**config.mk**
```make
export PLATFORM = sky130hd
export DESIGN_NAME = i2c_regport_slave
export DESIGN_NICKNAME = d
export VERILOG_FILES = /design/src/rtl/i2c_rp_pkg.sv /design/src/rtl/i2c_rp_sync.sv /design/src/rtl/i2c_rp_cond.sv /design/src/rtl/i2c_regport_slave.sv
export SDC_FILE = /design/constraint.sdc
export NUM_CORES = 1
export LEC_CHECK = 0
export BUFFER_PORTS_ARGS = -buffer_cell sky130_fd_sc_hd__buf_2
export CAP_MARGIN = 20
export CORE_AREA = 2 2 101 78
export CTS_CLUSTER_SIZE = 25
export DETAILED_ROUTE_END_ITERATION = 8
export DIE_AREA = 0 0 103 80
export SYNTH_ARGS = -nofsm -noshare
export SYNTH_HDL_FRONTEND = slang
export SYNTH_HIERARCHICAL = 1
export SYNTH_SLANG_ARGS = --single-unit
```
**constraint.sdc**
```tcl
create_clock -name clk -period 2.14 [get_ports clk]
set_clock_uncertainty 0.05 [all_clocks]
set_input_delay 0.321 -clock clk [delete_from_list [all_inputs] [get_ports clk]]
set_output_delay 0.321 -clock clk [all_outputs]
set_load 0.02 [all_outputs]
```
**src/rtl/i2c_rp_pkg.sv**
```systemverilog
package i2c_rp_pkg;
    localparam int BYTE_W   = 8;
    localparam int DATA_W   = BYTE_W - 2;
    localparam int CNT_W    = 4;
    localparam int RD_BYTES = 3;
    localparam int IDX_W    = $clog2(RD_BYTES);

    typedef enum logic [2:0] {
        S_IDLE, S_ADDR, S_AACK, S_WDAT, S_WACK, S_RDAT, S_RACK, S_SKIP
    } rp_state_e;
endpackage

```
**src/rtl/i2c_rp_sync.sv**
```systemverilog
module i2c_rp_sync #(
    parameter int STAGES = 2
) (
    input  logic clk,
    input  logic rst_n,
    input  logic d,
    output logic q
);
    logic [STAGES-1:0] pipe;

    always_ff @(posedge clk or negedge rst_n) begin
        if (!rst_n) pipe <= '1;
        else        pipe <= {pipe[STAGES-2:0], d};
    end

    assign q = pipe[STAGES-1];
endmodule

```
**src/rtl/i2c_rp_cond.sv**
```systemverilog
module i2c_rp_cond (
    input  logic clk,
    input  logic rst_n,
    input  logic scl,
    input  logic sda,
    output logic scl_rise,
    output logic scl_fall,
    output logic start_det,
    output logic stop_det
);
    logic scl_d, sda_d;

    always_ff @(posedge clk or negedge rst_n) begin
        if (!rst_n) begin
            scl_d <= 1'b1;
            sda_d <= 1'b1;
        end else begin
            scl_d <= scl;
            sda_d <= sda;
        end
    end

    assign scl_rise  = scl & ~scl_d;
    assign scl_fall  = ~scl & scl_d;
    assign start_det = scl & scl_d & sda_d & ~sda;
    assign stop_det  = scl & scl_d & ~sda_d & sda;
endmodule

```
**src/rtl/i2c_regport_slave.sv**
```systemverilog
module i2c_regport_slave
    import i2c_rp_pkg::*;
#(
    parameter logic [6:0] ADDR_HI     = 7'b1001110,
    parameter logic [6:0] ADDR_LO     = 7'b0110111,
    parameter int         PORT_W      = 5,
    parameter int         SYNC_STAGES = 2
) (
    input  logic              clk,
    input  logic              rst_n,
    input  logic              scl_in,
    input  logic              sda_in,
    input  logic              addr_sel,
    input  logic [PORT_W-1:0] port_in,
    input  logic [7:0]        rega_val,
    input  logic [7:0]        regb_val,
    output logic              sda_drive_low,
    output logic              wr_stb,
    output logic              wr_sel,
    output logic [5:0]        wr_data,
    output logic              stop_stb
);
    localparam int PAD_W = BYTE_W - PORT_W;

    logic [1:0] line_raw, line_s;
    logic       scl_s, sda_s;
    logic       scl_rise, scl_fall, start_det, stop_det;

    assign line_raw = {scl_in, sda_in};

    generate
        for (genvar g = 0; g < 2; g++) begin : g_sync
            i2c_rp_sync #(.STAGES(SYNC_STAGES)) u_sync (
                .clk(clk), .rst_n(rst_n), .d(line_raw[g]), .q(line_s[g])
            );
        end
    endgenerate

    assign scl_s = line_s[1];
    assign sda_s = line_s[0];

    i2c_rp_cond u_cond (
        .clk(clk), .rst_n(rst_n), .scl(scl_s), .sda(sda_s),
        .scl_rise(scl_rise), .scl_fall(scl_fall),
        .start_det(start_det), .stop_det(stop_det)
    );

    rp_state_e          state, state_n;
    logic [BYTE_W-1:0]  shreg, tx, snap_q, next_byte;
    logic [CNT_W-1:0]   bit_cnt;
    logic [IDX_W-1:0]   rd_idx, nxt_idx;
    logic               mst_ack, snap_arm, addr_hit, dest_ok;

    assign addr_hit = (shreg[7:1] == (addr_sel ? ADDR_HI : ADDR_LO));
    assign dest_ok  = ~shreg[7];

    always_comb begin
        nxt_idx = (rd_idx == IDX_W'(RD_BYTES - 1)) ? '0 : rd_idx + 1'b1;
        case (nxt_idx)
            IDX_W'(0): next_byte = rega_val;
            IDX_W'(1): next_byte = regb_val;
            default:   next_byte = snap_q;
        endcase
    end

    // next-state logic
    always_comb begin
        state_n = state;
        if (stop_det)       state_n = S_IDLE;
        else if (start_det) state_n = S_ADDR;
        else begin
            unique case (state)
                S_IDLE, S_SKIP: state_n = state;
                S_ADDR: if (scl_fall && bit_cnt == CNT_W'(8))
                            state_n = addr_hit ? S_AACK : S_SKIP;
                S_AACK: if (scl_fall) state_n = shreg[0] ? S_RDAT : S_WDAT;
                S_WDAT: if (scl_fall && bit_cnt == CNT_W'(8))
                            state_n = dest_ok ? S_WACK : S_SKIP;
                S_WACK: if (scl_fall) state_n = S_SKIP;
                S_RDAT: if (scl_fall && bit_cnt == CNT_W'(7)) state_n = S_RACK;
                S_RACK: if (scl_fall) state_n = mst_ack ? S_RDAT : S_SKIP;
                default: state_n = S_IDLE;
            endcase
        end
    end

    // state register
    always_ff @(posedge clk or negedge rst_n) begin
        if (!rst_n) state <= S_IDLE;
        else        state <= state_n;
    end

    // outputs and datapath
    always_ff @(posedge clk or negedge rst_n) begin
        if (!rst_n) begin
            sda_drive_low <= 1'b0;
            wr_stb        <= 1'b0;
            wr_sel        <= 1'b0;
            wr_data       <= '0;
            stop_stb      <= 1'b0;
            shreg         <= '0;
            tx            <= '0;
            bit_cnt       <= '0;
            rd_idx        <= '0;
            mst_ack       <= 1'b0;
            snap_q        <= '0;
            snap_arm      <= 1'b0;
        end else begin
            wr_stb   <= 1'b0;
            stop_stb <= stop_det;
            if (start_det) snap_arm <= 1'b1;
            else if (snap_arm && scl_rise) begin
                snap_q   <= {{PAD_W{1'b0}}, port_in};
                snap_arm <= 1'b0;
            end
            if (stop_det || start_det) begin
                sda_drive_low <= 1'b0;
                bit_cnt       <= '0;
            end else begin
                unique case (state)
                    S_ADDR, S_WDAT: begin
                        if (scl_rise) begin
                            shreg   <= {shreg[BYTE_W-2:0], sda_s};
                            bit_cnt <= bit_cnt + 1'b1;
                        end else if (scl_fall && bit_cnt == CNT_W'(8)) begin
                            if (state == S_ADDR) sda_drive_low <= addr_hit;
                            else if (dest_ok) begin
                                sda_drive_low <= 1'b1;
                                wr_stb        <= 1'b1;
                                wr_sel        <= shreg[6];
                                wr_data       <= shreg[DATA_W-1:0];
                            end
                        end
                    end
                    S_AACK: if (scl_fall) begin
                        bit_cnt <= '0;
                        if (shreg[0]) begin
                            tx            <= rega_val;
                            rd_idx        <= '0;
                            sda_drive_low <= ~rega_val[7];
                        end else sda_drive_low <= 1'b0;
                    end
                    S_WACK: if (scl_fall) sda_drive_low <= 1'b0;
                    S_RDAT: if (scl_fall) begin
                        if (bit_cnt == CNT_W'(7)) begin
                            sda_drive_low <= 1'b0;
                            bit_cnt       <= '0;
                        end else begin
                            tx            <= {tx[BYTE_W-2:0], 1'b0};
                            sda_drive_low <= ~tx[BYTE_W-2];
                            bit_cnt       <= bit_cnt + 1'b1;
                        end
                    end
                    S_RACK: begin
                        if (scl_rise) mst_ack <= ~sda_s;
                        else if (scl_fall && mst_ack) begin
                            tx            <= next_byte;
                            rd_idx        <= nxt_idx;
                            sda_drive_low <= ~next_byte[7];
                        end
                    end
                    S_IDLE, S_SKIP: sda_drive_low <= 1'b0;
                    default: sda_drive_low <= 1'b0;
                endcase
            end
        end
    end
endmodule

```
==> results.yml <==
hold_path:
  hp-start: "sda_in"
  min_path_cells: 1
  hold_class: "in2reg"
  hold_path_end: "g_sync[0].u_sync/pipe[0]$_DFF_PN1_"
routing:
  route.detailed.drc: 0
  wirelength_mm: 5.94
  drt.antenna.violating_nets: 0
  dr.pass1.iters: 5
  first_iter_violations: 220
  routed_via_density: 5.22
  post_drt_wl_per_cell_um: 15.7
  vias: 1978
logic_synthesis:
  synth_cell_types: 52
  synthesis.area_um2: 2470
  synthTopCellsByArea: "dfrtp_1 41%, mux2_2 8.2%, mux2_4 6.7%, dfstp_2 6.4%, nand2_1 2.9%"
  synth-async-reset-ratio_pct: 100
  yosysSeqAreaShare_pct: 47.8
  netlist_instances: 217
  syn_area_per_cell_um2: 11.4
  yosys_warnings: 6
  synth_edf_count: 0
  syn-num-nets: 245
  synth_top_area_share_pct: 41.5
  synth_top_area_cell: "dfrtp_1"
  ys_ff_latch: 47
  synth-main-ff-cell: "dfrtp_1"
final_layout:
  n_antenna_cell: 0
  drive_above_1_share_pct: 46.8
  mostFrequentLayoutCells: "39 x dfrtp_1, 35 x buf_2, 23 x buf_4"
  nNetsFinal: 305
  layout_commonest_cell: "dfrtp_1"
  fillerInstances: 706
  final_core_util_pct: 44.0
  syn2layout_area_growth_pct: 28.6
timing:
  max_freq_mhz: 480
  setup_viol_count_final: 0
  worst_pin_slew_ps: 535
  relSlewSlack_pct: 64.1
  period_share_pct: 97.4
  hold_viol: 0
  final-max-slew-violation-count: 0
  rsz0062_at_grt: "yes"
  period_needed_ps: 2090
  holdWs_ps: 53.4
critical_path:
  critPathKind: "reg2reg"
  rr_startpoint: "g_sync[0].u_sync/pipe[1]$_DFF_PN1_"
  arrival_ps: 2260
  critPathMaxFanout: 4
  reg2reg_to: "state[2]$_DFFE_PN0P_"
  start_kind: "flop"
  endpoint_kind: "flop"
  critPathRequiredTime_ps: 2320
  r2r_cells: 7
  ff2ff_setup_slack_ps: 50
pwr:
  power_frac_seq_pct: 39.2
  p_sw_mw: 1.33
  p_leak_nw: 1.48
  clkPwrFrac_pct: 16.1
  power_density_nw_per_um2: 1100
  p_comb_share_pct: 44.7
  netSwitchingFraction_pct: 37.9
  p_int_mw: 2.18
  vdd_drop_max_v: 0.000445
grt:
  grt_pass1_wl_mm: 9.76
  grt_max_degree: 26
  grt_pass1_vias: 2057
  antenna_found_initial: 0
  grtUsageTotal_pct: 15.3
  globalRouteOverflowTotal: 0
floorplanning:
  core_um2: 7230
  ios: 36
  die_x_um: 103
  num_rows: 27
  die_y_um: 80
  die_area_um2: 8240
  start_util_pct: 34.2
outcome:
  outcome: "finished, final reports clean"
placement:
  dp_hpwl_mm: 4.21
  gp_congestion: 0.913
  port_buffers: 35
clocking:
  clock_sinks: 47
  cts_buffers: 5
  clockRootBuffer: "clkbuf_8"
  cts_tree: "done"
  clkTransAtPathRegs_ps: 90
  cts.path.max_buffers: 2
  clock_latency_ps: 310
  htree_num_levels: 2
job:
  cap_violations: 0
flip-flops by register name, indices dropped and copies added (netlist names), 2 cells and up:
signal,flops
bit_cnt,4
g_sync.u_sync/pipe,4
rd_idx,2
shreg,8
snap_q,5
state,3
tx,7
wr_data,6
metrics by stage:
stage | power, mW | setup TNS, ps | cells | instance area (um^2) | worst slack, ps
after floorplan | 2.31 | 0 | 217 | 2470 | 10.2
after global placement | 2.77 | -336 | 364 | 2940 | -48.3
after detailed placement | 2.80 | -1110 | 364 | 2940 | -109
after CTS | 3.40 | 0 | 373 | 3060 | 14.1
after global routing | 3.75 | -231 | 379 | 3180 | -35.9
final | 3.51 | 0 | 379 | 3180 | 55.0
power by group through the flow:
stage	clock, mW	sequential (mW)	combinational, mW
4_1_cts	0.584	1.36	1.46
3_5_place_dp	0	1.37	1.42
3_3_place_gp	0	1.36	1.41
6_report	0.564	1.38	1.57
5_1_grt	0.623	1.41	1.72
2_1_floorplan	0	1.27	1.04
cell usage after synthesis, types with 3 or more instances:
library cell and number:
a21oi_1 6, a222oi_1 7, a22o_1 3, buf_2 5, clkbuf_1 3, dfrtp_1 41, dfstp_2 6, inv_1 9
mux2_2 18, mux2_4 11, mux2i_1 4, nand2_1 19, nand3_1 4, nand3b_1 5, nor2_1 7, nor2b_1 5
nor3_1 3, nor4bb_1 3, o21ai_0 11, o21ai_1 6
worst max-delay path by stage:
| stage | startpoint | to | slack (ps) | cells after the start |
|---|---|---|---|---|
| 2_1_floorplan | g_sync[0].u_sync/pipe[1]$_DFF_PN1_ | tx[1]$_DFFE_PN0P_ | 10 | 5 |
| 3_3_place_gp | g_sync[0].u_sync/pipe[1]$_DFF_PN1_ | wr_data[0]$_DFFE_PN0P_ | -50 | 5 |
| 3_5_place_dp | g_sync[0].u_sync/pipe[1]$_DFF_PN1_ | wr_data[4]$_DFFE_PN0P_ | -110 | 5 |
| 4_1_cts | u_cond/scl_d$_DFF_PN1_ | tx[4]$_DFFE_PN0P_ | 10 | 9 |
| 5_1_grt | g_sync[1].u_sync/pipe[1]$_DFF_PN1_ | bit_cnt[2]$_DFFE_PN0P_ | -40 | 8 |
| 6_report | g_sync[0].u_sync/pipe[1]$_DFF_PN1_ | state[2]$_DFFE_PN0P_ | 50 | 7 |
routing by layer:
layer  global-route usage (%)  share of wire (%)
met3                     3.50                5.3
met4                     6.45                1.9
met1                     21.9                 48
met2                     22.2                 44
met5                        0                  0
worst max-delay path: stages (launching register included):
cell and delay (ps):
dfstp_2 560, and4b_2 310, buf_4 150, nor3_1 60, a32o_2 330, a2111oi_4 310, o21ai_0 140, o21ai_1 100
cell families (layout without fill, tap and decap cells):
| family | count (synthesis) | count (layout) | share of synthesized area (%) |
|---|---|---|---|
| AO/OA/AOI/OAI | 47 | 47 | 13.8 |
| XOR/XNOR | 1 | 1 | 0.354 |
| adder cells (fa/ha/maj) | 2 | 2 | 1.01 |
| buffers and inverters | 21 | 82 | 3.74 |
| flip-flops | 47 | 47 | 47.8 |
| multiplexers | 33 | 33 | 16.5 |
| AND/OR/NAND/NOR | 66 | 66 | 16.8 |
area by class of cell:
class	count	area [um^2]	area share [%]
timing repair buffer	64	458	14.4
tap	101	126	3.97
clock inverter	2	13.8	0.432
clock buffer	6	82.6	2.59
sequential	47	1190	37.3
multi-input combinational	149	1280	40.2
inverter	10	37.5	1.18
repair_timing:
| action | in CTS | in global routing |
|---|---|---|
| endpoints found under the hold margin | 22 | 0 |
| buffers inserted | 0 | 6 |
| setup endpoints to repair | 14 | 16 |
| hold buffers | 1 | 0 |
| resized for setup | 6 | 14 |
| pin swaps | 0 | 4 |
| cloned | 0 | 0 |
No activity file was read; power rests on OpenSTA's default activity.
